==> config.mk <==
export PLATFORM = sky130hd
export DESIGN_NAME = irq_prio_wake
export DESIGN_NICKNAME = d
export VERILOG_FILES = /design/src/rtl/irq_prio_wake_pkg.sv /design/src/rtl/irq_pend_bank.sv /design/src/rtl/irq_gate_pick.sv /design/src/rtl/irq_prio_wake.sv
export SDC_FILE = /design/constraint.sdc
export NUM_CORES = 1
export LEC_CHECK = 0
export ABC_AREA = 1
export CELL_PAD_IN_SITES_DETAIL_PLACEMENT = 0
export CELL_PAD_IN_SITES_GLOBAL_PLACEMENT = 1
export CORE_MARGIN = 2
export CORE_UTILIZATION = 27
export CTS_CLUSTER_DIAMETER = 200
export DETAILED_ROUTE_END_ITERATION = 10
export PLACE_DENSITY_LB_ADDON = 0.08
export SETUP_SLACK_MARGIN = 0.3
export SYNTH_ARGS = -nofsm -noshare
export SYNTH_HDL_FRONTEND = slang
export SYNTH_SLANG_ARGS = --single-unit
export TNS_END_PERCENT = 10
==> constraint.sdc <==
create_clock -name clk -period 3.2 [get_ports clk]
set_clock_uncertainty 0.05 [all_clocks]
set_input_delay 0.64 -clock clk [delete_from_list [all_inputs] [get_ports clk]]
set_output_delay 0.64 -clock clk [all_outputs]
set_load 0.05 [all_outputs]
==> src/rtl/irq_prio_wake_pkg.sv <==
package irq_prio_wake_pkg;
  localparam int SRC_MCHK  = 0;
  localparam int SRC_HDEC  = 1;
  localparam int SRC_HVIRT = 2;
  localparam int SRC_EXT   = 3;
  localparam int SRC_DEC   = 4;
  localparam int SRC_FIXED = 5;

  typedef struct packed {
    logic ext_en;
    logic hyp;
    logic prob;
    logic resume;
  } core_state_t;

  typedef struct packed {
    logic hdec_en;
    logic hvirt_en;
    logic ext_block;
    logic ext_route;
  } part_ctl_t;
endpackage

==> src/rtl/irq_pend_bank.sv <==
module irq_pend_bank #(
  parameter int NUM_SRC = 8
) (
  input  logic               clk,
  input  logic               rst,
  input  logic [NUM_SRC-1:0] set_vec,
  input  logic [NUM_SRC-1:0] clr_vec,
  output logic [NUM_SRC-1:0] pend_q
);
  for (genvar i = 0; i < NUM_SRC; i++) begin : g_bit
    always_ff @(posedge clk) begin
      if (rst)             pend_q[i] <= 1'b0;
      else if (set_vec[i]) pend_q[i] <= 1'b1;
      else if (clr_vec[i]) pend_q[i] <= 1'b0;
    end
  end
endmodule

==> src/rtl/irq_gate_pick.sv <==
module irq_gate_pick
  import irq_prio_wake_pkg::*;
#(
  parameter int NUM_SRC = 8,
  parameter bit HAS_HV  = 1'b1,
  localparam int CW     = $clog2(NUM_SRC)
) (
  input  logic [NUM_SRC-1:0] pend,
  input  logic [NUM_SRC-1:0] wake_mask,
  input  core_state_t        cst,
  input  part_ctl_t          pctl,
  input  logic               halted,
  input  logic               exit_ctl,
  output logic               any,
  output logic [CW-1:0]      idx
);
  logic               eff_en;
  logic               ext_blocked;
  logic               ext_direct;
  logic               wake_mode;
  logic [NUM_SRC-1:0] gate;
  logic [NUM_SRC-1:0] cand;

  assign eff_en      = cst.ext_en | cst.resume | (halted & ~exit_ctl);
  assign ext_blocked = pctl.ext_block & cst.hyp & ~cst.prob;
  assign ext_direct  = HAS_HV & ~cst.hyp & ~pctl.ext_route;
  assign wake_mode   = halted & exit_ctl;

  for (genvar i = 0; i < NUM_SRC; i++) begin : g_gate
    if (i == SRC_MCHK) begin : g_mchk
      assign gate[i] = 1'b1;
    end else if (i == SRC_HDEC) begin : g_hdec
      assign gate[i] = pctl.hdec_en & (eff_en | ~cst.hyp);
    end else if (i == SRC_HVIRT) begin : g_hvirt
      assign gate[i] = pctl.hvirt_en & (eff_en | ~cst.hyp);
    end else if (i == SRC_EXT) begin : g_ext
      assign gate[i] = (eff_en & ~ext_blocked) | ext_direct;
    end else begin : g_low
      assign gate[i] = eff_en;
    end
  end

  assign cand = wake_mode ? (pend & wake_mask) : (pend & gate);

  always_comb begin
    any = 1'b0;
    idx = '0;
    for (int i = NUM_SRC - 1; i >= 0; i--) begin
      if (cand[i]) begin
        any = 1'b1;
        idx = CW'(i);
      end
    end
  end
endmodule

==> src/rtl/irq_prio_wake.sv <==
module irq_prio_wake
  import irq_prio_wake_pkg::*;
#(
  parameter int NUM_SRC = 8,
  parameter bit HAS_HV  = 1'b1,
  localparam int CW     = $clog2(NUM_SRC)
) (
  input  logic               clk,
  input  logic               rst,
  input  logic [NUM_SRC-1:0] req_set,
  input  logic               ack,
  input  logic               sleep,
  input  logic               ext_en,
  input  logic               hyp_state,
  input  logic               prob_state,
  input  logic               resume_reset,
  input  logic               hdec_enable,
  input  logic               hvirt_enable,
  input  logic               ext_hyp_block,
  input  logic               ext_route_os,
  input  logic               exit_ctl,
  input  logic [NUM_SRC-1:0] wake_mask,
  output logic               sel_valid,
  output logic [CW-1:0]      sel_code,
  output logic [NUM_SRC-1:0] pending,
  output logic               halted,
  output logic               wake_skip
);
  core_state_t        cst;
  part_ctl_t          pctl;
  logic               pick_any;
  logic [CW-1:0]      pick_idx;
  logic               take;
  logic               skip_now;
  logic [NUM_SRC-1:0] clr_vec;

  assign cst  = '{ext_en: ext_en, hyp: hyp_state, prob: prob_state, resume: resume_reset};
  assign pctl = '{hdec_en: hdec_enable, hvirt_en: hvirt_enable,
                  ext_block: ext_hyp_block, ext_route: ext_route_os};

  assign take     = ack & sel_valid;
  assign skip_now = take & halted & ~exit_ctl & ~ext_en;

  always_comb begin
    clr_vec = '0;
    if (take && !skip_now) clr_vec[sel_code] = 1'b1;
  end

  irq_pend_bank #(.NUM_SRC(NUM_SRC)) u_pend (
    .clk     (clk),
    .rst     (rst),
    .set_vec (req_set),
    .clr_vec (clr_vec),
    .pend_q  (pending)
  );

  irq_gate_pick #(.NUM_SRC(NUM_SRC), .HAS_HV(HAS_HV)) u_pick (
    .pend      (pending),
    .wake_mask (wake_mask),
    .cst       (cst),
    .pctl      (pctl),
    .halted    (halted),
    .exit_ctl  (exit_ctl),
    .any       (pick_any),
    .idx       (pick_idx)
  );

  always_ff @(posedge clk) begin
    if (rst) begin
      sel_valid <= 1'b0;
      sel_code  <= '0;
      halted    <= 1'b0;
      wake_skip <= 1'b0;
    end else begin
      sel_valid <= pick_any;
      sel_code  <= pick_any ? pick_idx : '0;
      wake_skip <= skip_now;
      if (sleep)     halted <= 1'b1;
      else if (take) halted <= 1'b0;
    end
  end
endmodule

==> metrics.yaml, run 1 <==
outcome:
  status: "complete, no violations"
route:
  drtIter0Drc: 18
  dr_total_vias: 879
  wirelength_um: 2170
  drc_errors: 0
  first_pass_iters: 4
  via_per_inst: 4.55
  ant_nets: 0
  wire_per_inst_um: 11.2
timing:
  whs_ps: 452
  timing.final.max_slew_violations: 0
  max_freq_ghz: 0.426
  layout_min_cycle_time_ps: 2350
  final-hold-violation-count: 0
  max_slew_margin_pct: 66.6
  fin_crit_sh_pct: 73.4
  finalSetupViolCount: 0
  worst_slew_pin_slew_ps: 499
  grt_setup_unrepaired: "false"
  tns_ps: 0
cells_and_area:
  area_growth_pct: 61.9
  final_util_pct: 46.2
  nets: 192
  seqCellArea_um2: 280
  final_area_um2: 1290
  layout_common_cells: "clkdlybuf4s50_1, inv_1, nand2_1, nand3_1, dfxtp_1"
  final_common_cell: "clkdlybuf4s50_1"
  drive_gt1_share_pct: 8.64
  n_antenna_cell: 0
  fillers: 299
  multi_input_area_um2: 435
placed_design:
  placed_area_um2: 1250
  gp_congestion: 0.745
  dpl.hpwl_um: 1770
  port_buffers: 42
setup_path:
  critical_path_depth: 1
  rr_worst_depth: 9
  r2r_slack_ps: 1730
  crit_family: "buffers and inverters"
  cpPeakStageDelay_ps: 860
  critPathKind: "flop to primary output"
  worst_ep_required_time_ps: 2510
  path_cells: "clkdlybuf4s50_1"
  r2r-start: "halted$_SDFFE_PP0P_"
  crit_arrival_ps: 1660
  endpoint_kind: "primary output"
  cpMaxStageDelayCell: "clkdlybuf4s50_1"
  path_buf_inv: 1
  start_kind: "flop"
  path_max_fanout: 8
  regToRegEndpoint: "sel_valid$_SDFF_PP0_"
clock_network:
  postCtsSetupBuffers: 0
  hold_buffers: 0
  root_buffer: "clkbuf_4"
  cts_tree: "built"
  path_clk_slew_ps: 90
  cts_resized: 0
  cts_max_level: 1
  clock_latency_ps: 280
  cts_sinks: 14
  clockBufferDepth: 2
  cts_buffers: 3
global_route:
  grt_pass1_wl_um: 3680
  antenna_found_initial: 0
  grt_max_degree: 13
  grt_overflow: 0
  first_global_vias: 871
  grt_use_total_pct: 14.4
min_path:
  worstHoldStart: "u_pend.pend_q[0]$_SDFFE_PP0P_"
  worst_hold_path.num_cells: 2
  hold_end: "u_pend.pend_q[0]$_SDFFE_PP0P_"
  min_path_type: "flop to flop"
logic_synthesis:
  syn_inst: 117
  synth.distinct_cells: 22
  synth.net_count: 146
  syn-cell-area_um2: 795
  yosysWarnings: 0
  yosys_register_bits: 14
  yosysSeqAreaShare_pct: 35.3
  syn_avg_cell_area_um2: 6.79
pwr:
  sw_frac_of_total_pct: 34.4
  total_power_mw: 0.509
  vdd_drop_max_mv: 0.249
  combPwrFrac_pct: 34.6
  clkPwrFrac_pct: 25.5
  switchingPower_mw: 0.175
  internal-power_mw: 0.334
  power_density_nw_per_um2: 396
  seq_power_share_pct: 39.9
  p_leak_nw: 0.560
floorplan:
  die_w_um: 58.2
  coreArea_um2: 2780
  initial_core_util_pct: 28.6
  dieHeight_um: 58.2
  row_count: 19
  ios: 43
  die_area_um2: 3390
job:
  drv_cap: 0
[state kept, by name (all words and copies together), names as in the netlist]
register,flops
halted,1
sel_code,3
sel_valid,1
u_pend.pend_q,8
wake_skip,1
[through the flow]
stage | setup slack [ps] | instances
finish | 850 | 193
global route | 788 | 193
CTS | 822 | 193
detailed placement | 975 | 189
global placement | 953 | 189
floorplan | 1560 | 117
[cell usage after synthesis (all sizes together)]
master  number  area share, %
a21oi       11            6.9
a31oi        1           0.79
clkbuf       1           0.47
clkinv       1           0.47
dfxtp       14             35
inv         19            9.0
nand2       22             12
nand3       19             15
nand3b       1           0.95
nand4        2            2.4
nor2        11            5.5
nor3         1           0.63
o21a         3            2.8
o21ai       10            6.3
or2          1            1.1
[cells by family after synthesis]
logic type             after synthesis  share of synthesized area, %
AO/OA/AOI/OAI                       25                          16.9
buffers and inverters               21                          9.92
AND/OR/NAND/NOR                     57                          38.0
flip-flops                          14                          35.3
[routing by layer]
metal / up-vias / share of wire [%] / global-route usage [%]
met5: - / 0 / 0
met4: 0 / 1.9 / 6.98
met3: 5 / 7.9 / 3.35
met2: 31 / 42 / 22.6
met1: 368 / 48 / 18.6
li1: 475 / - / -
[layout make-up]
class                      count  share of cell area [%]
tap                           31                    3.02
sequential                    14                    21.8
inverter                      20                    5.84
multi-input combinational     82                    33.9
clock buffer                   4                    2.82
timing repair buffer          42                    32.7
[power groups by stage]
stage | Clock, mW | Sequential, mW | Combinational [mW]
6_report | 0.130 | 0.203 | 0.176
5_1_grt | 0.142 | 0.208 | 0.191
4_1_cts | 0.135 | 0.204 | 0.178
3_5_place_dp | 0 | 0.208 | 0.177
3_3_place_gp | 0 | 0.208 | 0.177
2_1_floorplan | 0 | 0.251 | 0.0580
[how the worst max path moves through the flow]
stage,start,endpoint,slack (ps)
floorplan,halted$_SDFFE_PP0P_,sel_valid$_SDFF_PP0_,1560
global placement,exit_ctl,sel_code[1]$_SDFF_PP0_,950
detailed placement,exit_ctl,sel_code[1]$_SDFF_PP0_,970
CTS,halted$_SDFFE_PP0P_,halted,820
global route,halted$_SDFFE_PP0P_,halted,790
finish,halted$_SDFFE_PP0P_,halted,850
Power figures use the tool's default switching activity.
==> inputs of run 2 (changes only) <==
--- a/config.mk
+++ b/config.mk
@@ -9,7 +9,7 @@
 export CELL_PAD_IN_SITES_DETAIL_PLACEMENT = 0
 export CELL_PAD_IN_SITES_GLOBAL_PLACEMENT = 1
 export CORE_MARGIN = 2
-export CORE_UTILIZATION = 27
+export CORE_UTILIZATION = 25
 export CTS_CLUSTER_DIAMETER = 200
 export DETAILED_ROUTE_END_ITERATION = 10
 export PLACE_DENSITY_LB_ADDON = 0.08
==> constraint.sdc (replaced) <==
create_clock -name clk -period 2.5 [get_ports clk]
set_clock_uncertainty 0.05 [all_clocks]
set_input_delay 0.5 -clock clk [delete_from_list [all_inputs] [get_ports clk]]
set_output_delay 0.5 -clock clk [all_outputs]
set_load 0.05 [all_outputs]
==> metrics.yaml, run 2 (synthesis results as in run 1) <==
outcome:
  status: "complete, no violations"
setup_path:
  regToRegEndpoint: "sel_valid$_SDFF_PP0_"
  cpMaxStageDelayCell: "clkdlybuf4s50_1"
  crit_arrival_ps: 1550
  endpoint_kind: "primary output"
  r2r_slack_ps: 1060
  critPathKind: "flop to primary output"
  rr_worst_depth: 9
  path_buf_inv: 1
  start_kind: "flop"
  path_max_fanout: 6
  crit_family: "buffers and inverters"
  critical_path_depth: 1
  worst_ep_required_time_ps: 1950
  startpoint: "sel_code[1]$_SDFF_PP0_"
  path_cells: "clkdlybuf4s50_1"
  r2r-start: "halted$_SDFFE_PP0P_"
  endpoint: "sel_code[1]"
  cpPeakStageDelay_ps: 840
global_route:
  grt_use_total_pct: 13.9
  grt_pass1_wl_um: 3630
  grt_overflow: 0
  grt_max_degree: 13
  antenna_found_initial: 0
  first_global_vias: 819
floorplan:
  die_w_um: 60.4
  ios: 43
  dieHeight_um: 60.4
  die_area_um2: 3650
  row_count: 20
  coreArea_um2: 3030
  initial_core_util_pct: 26.2
cells_and_area:
  drive_gt1_share_pct: 8.64
  area_growth_pct: 63.3
  largestRegisters: "u_pend.pend_q: 8 flops, sel_code: 3 flops"
  final_common_cell: "clkdlybuf4s50_1"
  finalNonFillerCells: 206
  n_antenna_cell: 0
  nets: 193
  regMostFlops: "u_pend.pend_q"
  layout_common_cells: "clkdlybuf4s50_1, inv_1, nand2_1, nand3_1, dfxtp_1"
  final_util_pct: 42.9
  largest_register_ffs: 8
timing:
  fin_crit_sh_pct: 84.0
  timing.final.max_slew_violations: 0
  max_freq_ghz: 0.476
  whs_ps: 454
  final.setup.worst_slack_ps: 399
  finalSetupViolCount: 0
  worst_slew_pin_slew_ps: 503
  final-hold-violation-count: 0
  tns_ps: 0
  max_slew_margin_pct: 66.4
  grt_setup_unrepaired: "false"
  layout_min_cycle_time_ps: 2100
route:
  drtIter0Drc: 44
  ant_nets: 0
  wirelength_um: 2260
  wire_per_inst_um: 11.0
  drc_errors: 0
  via_per_inst: 4.33
  dr_total_vias: 891
  first_pass_iters: 4
clock_network:
  root_buffer: "clkbuf_4"
  path_clk_slew_ps: 80
  cts_tree: "built"
  clockBufferDepth: 2
  clock_latency_ps: 280
  cts_buffers: 3
  cts_max_level: 1
  cts_sinks: 14
placed_design:
  dp_slack_ps: 425
  place_inst: 203
  port_buffers: 42
  dpl.hpwl_um: 1800
  gp_congestion: 0.754
job:
  drv_cap: 0
pwr:
  combPwrFrac_pct: 36.9
  vdd_drop_max_mv: 0.237
  power_density_nw_per_um2: 470
  sw_frac_of_total_pct: 35.4
  clkPwrFrac_pct: 20.3
  seq_power_share_pct: 42.7
  p_leak_nw: 0.576
  internal-power_mw: 0.394
  switchingPower_mw: 0.216
min_path:
  min_path_type: "flop to flop"
-- run 2: cell types whose count changed in the layout (fill, tap and decap cells not counted) --
cell             previous run  this run
clkbuf_8                    1         0
clkdlybuf4s50_1            42        40
dlygate4sd2_1               0         1
buf_4                       0         1
dlymetal6s2s_1              0         1
-- run 2: repair_timing --
action / CTS / global route
resized for setup: 1 / 1
cloned: 0 / 0
hold buffers: 0 / 0
setup endpoints to repair: 1 / 1
buffers inserted: 0 / 0
pin swaps: 0 / 0
-- run 2: worst min-delay path by stage --
stage,startpoint,to,slack [ps],cells past startpoint
after floorplan,rst,wake_skip$_SDFF_PP0_,530,1
after global placement,u_pend.pend_q[0]$_SDFFE_PP0P_,u_pend.pend_q[0]$_SDFFE_PP0P_,440,2
after detailed placement,u_pend.pend_q[2]$_SDFFE_PP0P_,u_pend.pend_q[2]$_SDFFE_PP0P_,450,2
after CTS,u_pend.pend_q[1]$_SDFFE_PP0P_,u_pend.pend_q[1]$_SDFFE_PP0P_,460,2
after global routing,u_pend.pend_q[2]$_SDFFE_PP0P_,u_pend.pend_q[2]$_SDFFE_PP0P_,480,2
final,u_pend.pend_q[2]$_SDFFE_PP0P_,u_pend.pend_q[2]$_SDFFE_PP0P_,450,2
-- run 2: area by class of cell --
cell class	instances	area, um2
fill	331	1730
multi-input combinational	82	435
timing repair buffer	43	429
sequential	14	280
inverter	20	75.1
tap	44	55.1
clock buffer	3	22.5
-- run 2: per-layer routing --
metal  global-route usage, %  vias up  wire, um
met5                       0        -         0
met3                    4.05        5       188
li1                        -      478         -
met4                    7.62        0        49
met2                    22.0       29       948
met1                    17.0      379      1070
-- run 2: power by group through the flow --
stage | clock network (mW) | logic, mW | registers (mW)
final | 0.124 | 0.225 | 0.261
after global routing | 0.145 | 0.244 | 0.266
after CTS | 0.133 | 0.228 | 0.262
after detailed placement | 0 | 0.227 | 0.267
after global placement | 0 | 0.228 | 0.267
after floorplan | 0 | 0.0743 | 0.321
-- run 2: through the flow --
stage               total power, mW  area (um2)
detailed placement            0.494        1270
global placement              0.495        1270
finish                        0.610        1300
floorplan                     0.395         795
global route                  0.655        1300
CTS                           0.623        1290
